`src/rtl/gpio_irq_pkg.sv`:
```
package gpio_irq_pkg;
  typedef enum logic [1:0] {
    OP_WRITE = 2'd0,
    OP_SET   = 2'd1,
    OP_CLR   = 2'd2,
    OP_NONE  = 2'd3
  } reg_op_e;

  localparam int unsigned N_REGS    = 8;
  localparam int unsigned IDX_DOUT  = 0;
  localparam int unsigned IDX_OE    = 1;
  localparam int unsigned IDX_DIN   = 2;
  localparam int unsigned IDX_ROUTE = 3;
  localparam int unsigned IDX_IEN   = 4;
  localparam int unsigned IDX_LVL   = 5;
  localparam int unsigned IDX_POL   = 6;
  localparam int unsigned IDX_STAT  = 7;
endpackage

```
`src/rtl/gpio_sync2.sv`:
```
module gpio_sync2 #(
  parameter int unsigned W = 32
) (
  input  logic         clk_i,
  input  logic         rst_ni,
  input  logic [W-1:0] d_i,
  output logic [W-1:0] q_o
);
  logic [W-1:0] meta_q, sync_q;

  always_ff @(posedge clk_i or negedge rst_ni) begin
    if (!rst_ni) begin
      meta_q <= '0;
      sync_q <= '0;
    end else begin
      meta_q <= d_i;
      sync_q <= meta_q;
    end
  end

  assign q_o = sync_q;
endmodule

```
`src/rtl/gpio_alias_reg.sv`:
```
module gpio_alias_reg
  import gpio_irq_pkg::*;
#(
  parameter int unsigned W        = 32,
  parameter bit          CLR_ONLY = 1'b0
) (
  input  logic         clk_i,
  input  logic         rst_ni,
  input  logic         we_i,
  input  reg_op_e      op_i,
  input  logic [W-1:0] wdata_i,
  input  logic [W-1:0] hw_set_i,
  output logic [W-1:0] q_o
);
  logic [W-1:0] val_q, val_d;

  always_comb begin
    val_d = val_q;
    if (we_i) begin
      unique case (op_i)
        OP_WRITE: if (!CLR_ONLY) val_d = wdata_i;
        OP_SET:   if (!CLR_ONLY) val_d = val_q | wdata_i;
        OP_CLR:   val_d = val_q & ~wdata_i;
        default:  val_d = val_q;
      endcase
    end
    // hardware set wins over a same-cycle clear
    val_d = val_d | hw_set_i;
  end

  always_ff @(posedge clk_i or negedge rst_ni) begin
    if (!rst_ni) val_q <= '0;
    else         val_q <= val_d;
  end

  assign q_o = val_q;
endmodule

```
`src/rtl/gpio_event_det.sv`:
```
module gpio_event_det #(
  parameter int unsigned W = 32
) (
  input  logic         clk_i,
  input  logic         rst_ni,
  input  logic [W-1:0] din_i,
  input  logic [W-1:0] lvl_i,
  input  logic [W-1:0] pol_i,
  input  logic [W-1:0] gate_i,
  output logic [W-1:0] hit_o
);
  logic [W-1:0] prev_q, trig;

  always_ff @(posedge clk_i or negedge rst_ni) begin
    if (!rst_ni) prev_q <= '0;
    else         prev_q <= din_i;
  end

  for (genvar p = 0; p < W; p++) begin : g_pin
    assign trig[p] = lvl_i[p] ? ~(din_i[p] ^ pol_i[p])
                   : (pol_i[p] ? (din_i[p] & ~prev_q[p])
                               : (~din_i[p] & prev_q[p]));
  end

  assign hit_o = trig & gate_i;
endmodule

```
`src/rtl/gpio_irq_bank.sv`:
```
module gpio_irq_bank
  import gpio_irq_pkg::*;
#(
  parameter int unsigned N_PINS = 32,
  parameter int unsigned ADDR_W = 8
) (
  input  logic              clk_i,
  input  logic              rst_ni,
  input  logic              bus_valid_i,
  input  logic              bus_write_i,
  input  logic [ADDR_W-1:0] bus_addr_i,
  input  logic [N_PINS-1:0] bus_wdata_i,
  output logic [N_PINS-1:0] bus_rdata_o,
  input  logic [N_PINS-1:0] pins_i,
  output logic [N_PINS-1:0] gpio_o,
  output logic [N_PINS-1:0] gpio_oe_o,
  output logic              irq_o
);
  localparam int unsigned IDX_W = ADDR_W - 4;
  localparam int unsigned SEL_W = $clog2(N_REGS);

  logic [IDX_W-1:0]  idx;
  logic [SEL_W-1:0]  sel;
  logic              aligned, mapped, wr_ok, rd_ok;
  reg_op_e           op;
  logic [N_PINS-1:0] regs [N_REGS];
  logic [N_PINS-1:0] din_q, stat_set;
  logic [N_PINS-1:0] stat_q, ien_q, route_q, lvl_q, pol_q;
  logic [N_PINS-1:0] rdata_q;
  logic              irq_q;

  assign idx     = bus_addr_i[ADDR_W-1:4];
  assign sel     = idx[SEL_W-1:0];
  assign op      = reg_op_e'(bus_addr_i[3:2]);
  assign aligned = (bus_addr_i[1:0] == 2'b00);
  assign mapped  = (idx[IDX_W-1:SEL_W] == '0);
  assign wr_ok   = bus_valid_i &  bus_write_i & aligned & mapped;
  assign rd_ok   = bus_valid_i & ~bus_write_i & aligned & mapped;

  gpio_sync2 #(.W(N_PINS)) u_sync (
    .clk_i (clk_i),
    .rst_ni(rst_ni),
    .d_i   (pins_i),
    .q_o   (din_q)
  );

  for (genvar r = 0; r < N_REGS; r++) begin : g_reg
    if (r == IDX_DIN) begin : g_ro
      assign regs[r] = din_q;
    end else begin : g_rw
      localparam bit IS_STAT = (r == IDX_STAT);
      gpio_alias_reg #(.W(N_PINS), .CLR_ONLY(IS_STAT)) u_reg (
        .clk_i   (clk_i),
        .rst_ni  (rst_ni),
        .we_i    (wr_ok && (sel == SEL_W'(r))),
        .op_i    (op),
        .wdata_i (bus_wdata_i),
        .hw_set_i(IS_STAT ? stat_set : '0),
        .q_o     (regs[r])
      );
    end
  end

  assign stat_q  = regs[IDX_STAT];
  assign ien_q   = regs[IDX_IEN];
  assign route_q = regs[IDX_ROUTE];
  assign lvl_q   = regs[IDX_LVL];
  assign pol_q   = regs[IDX_POL];

  gpio_event_det #(.W(N_PINS)) u_evt (
    .clk_i (clk_i),
    .rst_ni(rst_ni),
    .din_i (din_q),
    .lvl_i (lvl_q),
    .pol_i (pol_q),
    .gate_i(route_q),
    .hit_o (stat_set)
  );

  always_ff @(posedge clk_i or negedge rst_ni) begin
    if (!rst_ni) begin
      rdata_q <= '0;
      irq_q   <= 1'b0;
    end else begin
      if (rd_ok) rdata_q <= regs[sel];
      irq_q <= |(stat_q & ien_q);
    end
  end

  assign bus_rdata_o = rdata_q;
  assign gpio_o      = regs[IDX_DOUT];
  assign gpio_oe_o   = regs[IDX_OE];
  assign irq_o       = irq_q;
endmodule

```
`config.mk`:
```
export PLATFORM = sky130hd
export DESIGN_NAME = gpio_irq_bank
export DESIGN_NICKNAME = d
export VERILOG_FILES = /design/src/rtl/gpio_irq_pkg.sv /design/src/rtl/gpio_sync2.sv /design/src/rtl/gpio_alias_reg.sv /design/src/rtl/gpio_event_det.sv /design/src/rtl/gpio_irq_bank.sv
export SDC_FILE = /design/constraint.sdc
export NUM_CORES = 1
export LEC_CHECK = 0
export BUFFER_PORTS_ARGS = -buffer_cell sky130_fd_sc_hd__buf_4
export CORE_AREA = 4 4 177 214
export DETAILED_ROUTE_END_ITERATION = 7
export DIE_AREA = 0 0 181 218
export PLACE_DENSITY = 0.7
export SYNTH_ARGS = -nofsm -noshare
export SYNTH_HDL_FRONTEND = slang
export SYNTH_SLANG_ARGS = --single-unit
```
`constraint.sdc`:
```
create_clock -name clk_i -period 1.8 [get_ports clk_i]
set_input_delay 0.27 -clock clk_i [delete_from_list [all_inputs] [get_ports clk_i]]
set_output_delay 0.27 -clock clk_i [all_outputs]
set_load 0.005 [all_outputs]
```
== Word level (Yosys, flattened, before mapping) ==
Index checks and enable logic that the tools add are counted.

* Output and inout port bits: 97
* Logic and storage cells: 332
* Register bits after elaboration: 353

* Bitwise gates (word level): 218
* Equal/unequal tests: 8
* Reductions and logical operators: 18
* $lt $le $gt $ge: 1
* Mux-type cells: 75

{| class="wikitable"
|+ Operators with widths
! cell !! count
|-
| 32-bit case mux with 3 select lines || 6
|-
| 32-bit AND || 9
|-
| 32-bit OR || 7
|-
| 32-bit two-way mux || 4
|-
| 1-bit inverter || 98
|-
| 32-bit binary-select mux with 3-bit select || 1
|-
| 1-bit AND || 70
|-
| 1-bit two-way mux || 64
|-
| 32-bit inverter || 1
|-
| 32-bit OR reduction || 1
|-
| 1-bit XOR || 32
|-
| 3-bit equality test (second input constant) || 4
|-
| 2-bit AND reduction || 6
|-
| 1-bit logical AND || 7
|-
| 4-bit >= comparator (second input constant) || 1
|-
| 2-bit logical NOT || 2
|-
| 3-bit inverter with 4-bit output || 1
|-
| 3-bit by 1-bit equality test with 1-bit output (second input constant) || 1
|-
| 3-bit by 2-bit equality test with 1-bit output (second input constant) || 1
|-
| 3-bit logical NOT || 1
|-
| 3-bit nonzero test || 1
|-
| 2-bit by 1-bit equality test with 1-bit output (second input constant) || 1
|-
| 2-bit equality test (second input constant) || 1
|}

== Depth between registers and ports, before layout ==
* Depth in word-level cells: 6
* Depth in mapped cells: 8

== By module ==
A second synthesis with hierarchy kept.

* Cells, all modules: 1262
* Area total of the unflattened synthesis: 16445.8 um2

{| class="wikitable"
|+ Modules (own cells, without submodules)
! module !! area each (um2) !! sequential area each (um2) !! cells each !! instances
|-
| gpio_alias_reg (g_reg[0].g_rw.u_reg ...) || 1397.6 || 800.8 || 109 || 6
|-
| gpio_irq_bank || 3482.1 || 825.8 || 219 || 1
|-
| gpio_event_det || 1681.6 || 800.8 || 192 || 1
|-
| gpio_sync2 || 1601.5 || 1601.5 || 64 || 1
|-
| gpio_alias_reg (g_reg[7].g_rw.u_reg) || 1295.0 || 800.8 || 133 || 1
|}

== Worst setup path after synthesis ==
OpenSTA, ideal clock, no wires.

* Path kind: input to register
* From: in bus_addr_i[1]
* To: reg g_reg[7].g_rw.u_reg.val_q[31]
* Path buffers: 1
* Stages on the path: 4
* Setup slack: -0.079 ns
* Data required time: 1.674 ns
* Data arrival time: 1.752 ns
* Path through: or4b_4 buf_6 or4_4 a221o_1

* Word-level cells in the longest chain between the ends: 6

{| class="wikitable"
|+ Ends and longest elaborated chain
! what !! line !! RTL
|-
| from (decl) || gpio_irq_bank.sv:11 || <nowiki>input logic [ADDR_W-1:0] bus_addr_i,</nowiki>
|-
| 2-bit logical NOT || gpio_irq_bank.sv:35 || <nowiki>assign aligned = (bus_addr_i[1:0] == 2'b00);</nowiki>
|-
| 1-bit AND (2 in series) || gpio_irq_bank.sv:37 || <nowiki>assign wr_ok = bus_valid_i & bus_write_i & aligned & mapped;</nowiki>
|-
| 1-bit logical AND || gpio_irq_bank.sv:55 || <nowiki>.we_i (wr_ok && (sel == SEL_W'(r))),</nowiki>
|-
| 32-bit two-way mux || gpio_alias_reg.sv:19 || <nowiki>if (we_i) begin</nowiki>
|-
| 32-bit OR || gpio_alias_reg.sv:28 || <nowiki>val_d = val_d | hw_set_i;</nowiki>
|-
| via g_reg[7].g_rw.u_reg.val_d[31] || gpio_alias_reg.sv:15 || <nowiki>logic [W-1:0] val_q, val_d;</nowiki>
|-
| to (signal assigned) || gpio_alias_reg.sv:33 || <nowiki>else val_q <= val_d;</nowiki>
|-
| to (decl) || gpio_alias_reg.sv:15 ||
|}

The timed path passes the listed nets, and every way through them passes these cells.
A chain may end at the register's enable or synchronous reset.

== Worst setup path after layout ==
* From: reg g_reg[7].g_rw.u_reg.val_q[24]
* To: reg irq_q, in the netlist irq_o

* Word-level cells in the longest chain between the ends: 2

{| class="wikitable"
|+ Ends and longest elaborated chain
! what !! line !! RTL
|-
| 32-bit AND || gpio_irq_bank.sv:86 || <nowiki>irq_q <= |(stat_q & ien_q);</nowiki>
|-
| 32-bit OR reduction || gpio_irq_bank.sv:86 ||
|-
| to (signal assigned) || gpio_irq_bank.sv:86 ||
|-
| to (decl) || gpio_irq_bank.sv:30 || <nowiki>logic irq_q;</nowiki>
|}

Every way passes these cells.

==> flow_summary.ini <==
[die]
fp.dieW_um = 181
io_pins = 173
core-area_um2 = 35700
initial_core_util_pct = 50.7
dieArea_um2 = 39500
fp-row-count = 76
die_h_um = 218

[clock_tree]
clock-sinks = 353
numCtsBuffers = 38
clockBufferDepth = 3
insertion_delay_ps = 540
path_clk_slew_ps = 60
cts_root_buf = clkbuf_16
cts_tree = built
post_cts_buffers = 0
cts_max_level = 2

[worst_setup_path]
startpoint_type = register
cp-end-kind = register
cp.required_ps = 2180
timing.rr.start = g_reg[7].g_rw.u_reg.q_o[24]
reg2reg_slack_ps = 60
cp.arrival_ps = 2120
r2r_end = irq_o
path_class = reg -> reg
worstRegToRegCells = 3
critical_path_peak_fanout = 3

[finish]
antennaDiodeCount = 0
fill_cells = 2740
layout_commonest_cell = dfrtp_1
nets = 1866
layout-drive-gt1-share_pct = 27.5
fin_util_pct = 63.8
layout-area-overhead-vs-synth_pct = 25.9
mostFrequentLayoutCells = dfrtp_1, buf_4, a41oi_1, a21oi_1

[timing]
max_slew.worst_pin.slew_ps = 950
drv_slew = 0
layout_setup_ws_ps = 56.0
rsz0062_at_grt = false
setup_viol = 0
min_period_ps = 1740
hold_ws_ps = 98.1
period_share_pct = 96.9
final_hold_viol_count = 0
slew_headroom_pct = 36.1
fmax_mhz = 573
skew_ps = 8.71

[global_route]
grt_pass1_wl_um = 95900
grt_pass1_vias = 16200
grt_use_total_pct = 30.3
grt_overflow = 0
antenna_found_initial = 0
grt_start_max_net_pins = 75

[power]
p_sw_share_pct = 26.8
switchingPower_mw = 5.54
pwr-share-seq_pct = 43.5
p_total_mw = 20.7
max-vdd-ir-drop_uv = 605
share_comb_of_total_power_pct = 16.5
p_clk_share_pct = 40.0
p_int_mw = 15.2
leakagePower_nw = 9.51
cellPowerDensity_nw_per_um2 = 910

[min_path]
hp-class = in -> reg
holdPathEnd = g_reg[7].g_rw.u_reg.q_o[22]
hold_start = bus_wdata_i[22]
min_path_cells = 4

[synth]
synth.distinct_cells = 43
synth.area.top_cells = dfrtp_1, mux4_2, a41oi_1
netlist.area_leader.share_pct = 48.9
ys_ff_latch = 353
yosys.area.top_type = dfrtp_1
syn_area_um2 = 18100
synth_seq_area_share_pct = 48.9
syn_avg_cell_area_um2 = 11.7
yosysWarnings = 0
syn_nets = 1623
syn_inst = 1544

[drt]
first_pass_iters = 8
post-route-drc-count = 0
routedWlPerCell_um = 26.6
wirelength_um = 60700
post_drt_via_cell_ratio = 6.98
num_vias = 15900
drt_iter0_markers = 2065
ant_nets = 0

[outcome]
status = completed

[job]
maxCapViolCount = 0

[placed_design]
gp_congestion = 0.914
pre_cts_ws_ps = -252
io_buffers = 172
dp_hpwl_um = 38700
==> flip-flops by register name, indices dropped and copies added, names as in the netlist <==
register and cells:
g.g_rw.u_reg.q_o 224, u_sync.meta_q 32, irq_o 1, u_sync.q_o 32
u_evt.prev_q 32, bus_rdata_o 32
==> critical path, cell delays in order, from the launching register on <==
cell,delay (ps)
dfrtp_1,430
a22oi_1,410
nand4_1,130
or4_1,610
==> synthesized netlist by cell type (all sizes together) <==
master   instances
dfrtp          353
a21oi          137
a41oi          137
clkbuf         121
buf             67
mux4            64
o21ai           64
nor4            61
a2bb2oi         55
nor2b           38
nand2           33
nand4           33
nor4b           33
mux2i           32
nand2b          32
nor4bb          32
o31ai           32
or4bb           32
o211ai          29
o41ai           29
xnor2           29
xor2            29
nand4b          23
a22oi           16
and4b            9
a221o            3
ha               3
inv              3
o21bai           3
o22ai            3
or3b             2
or4              2
clkinv           1
nand3            1
nand3b           1
or3              1
or4b             1
==> how the worst max path moves through the flow <==
| stage | slack (ps) | end | from |
|---|---|---|---|
| 3_5_place_dp | -250 | g_reg[0].g_rw.u_reg.q_o[9] | bus_addr_i[2] |
| 3_3_place_gp | -210 | g_reg[6].g_rw.u_reg.q_o[6] | bus_addr_i[1] |
| 2_1_floorplan | -30 | g_reg[7].g_rw.u_reg.q_o[24] | bus_addr_i[1] |
| 6_report | 60 | irq_o | g_reg[7].g_rw.u_reg.q_o[24] |
| 5_1_grt | 20 | irq_o | g_reg[7].g_rw.u_reg.q_o[24] |
| 4_1_cts | 110 | irq_o | g_reg[7].g_rw.u_reg.q_o[24] |
==> what timing repair did <==
item	in CTS	in global routing
gates resized for setup	0	0
hold endpoints to repair	64	0
hold buffers	33	0
==> cell type report <==
cell class | instances | area [µm²] | area share [%]
timing repair buffer | 391 | 3500 | 15.4
inverter | 4 | 17.5 | 0.0770
clock inverter | 14 | 173 | 0.759
tap | 468 | 586 | 2.57
sequential | 353 | 8830 | 38.8
multi-input combinational | 999 | 8500 | 37.4
clock buffer | 54 | 1140 | 5.03
==> layer usage <==
metal	vias to the layer above	global-route usage, %	wire, µm
met1	8034	40.2	22900
met4	0	15.1	3210
met2	1006	48.3	29000
li1	6708	-	-
met3	189	5.41	5550
met5	-	0	0
==> power groups by stage <==
stage / combinational [mW] / clock [mW] / sequential (mW)
after detailed placement: 3.32 / 0 / 9.13
after CTS: 3.39 / 8.39 / 8.99
after floorplan: 1.69 / 0 / 8.95
final: 3.41 / 8.27 / 9.00
after global routing: 3.68 / 8.73 / 9.05
after global placement: 3.25 / 0 / 9.11
==> cell families (layout without fill, tap and decap cells) <==
| kind of cell | after synthesis | after routing | synth area share (%) |
|---|---|---|---|
| AO/OA/AOI/OAI | 508 | 508 | 19.9 |
| XOR/XNOR | 58 | 58 | 2.81 |
| adder cells (fa/ha/maj) | 3 | 3 | 0.208 |
| buffers and inverters | 192 | 463 | 4.43 |
| flip-flops | 353 | 353 | 48.9 |
| multiplexers | 96 | 96 | 9.75 |
| AND/OR/NAND/NOR | 334 | 334 | 14.0 |
==> stage by stage <==
stage | area, µm² | instances | setup TNS [ps]
floorplan | 18100 | 1544 | -193
global placement | 21100 | 2182 | -29180
detailed placement | 21100 | 2182 | -34160
CTS | 22700 | 2283 | 0
global route | 22700 | 2283 | 0
finish | 22700 | 2283 | 0
Note: power is estimated with default switching activity, not from simulation.
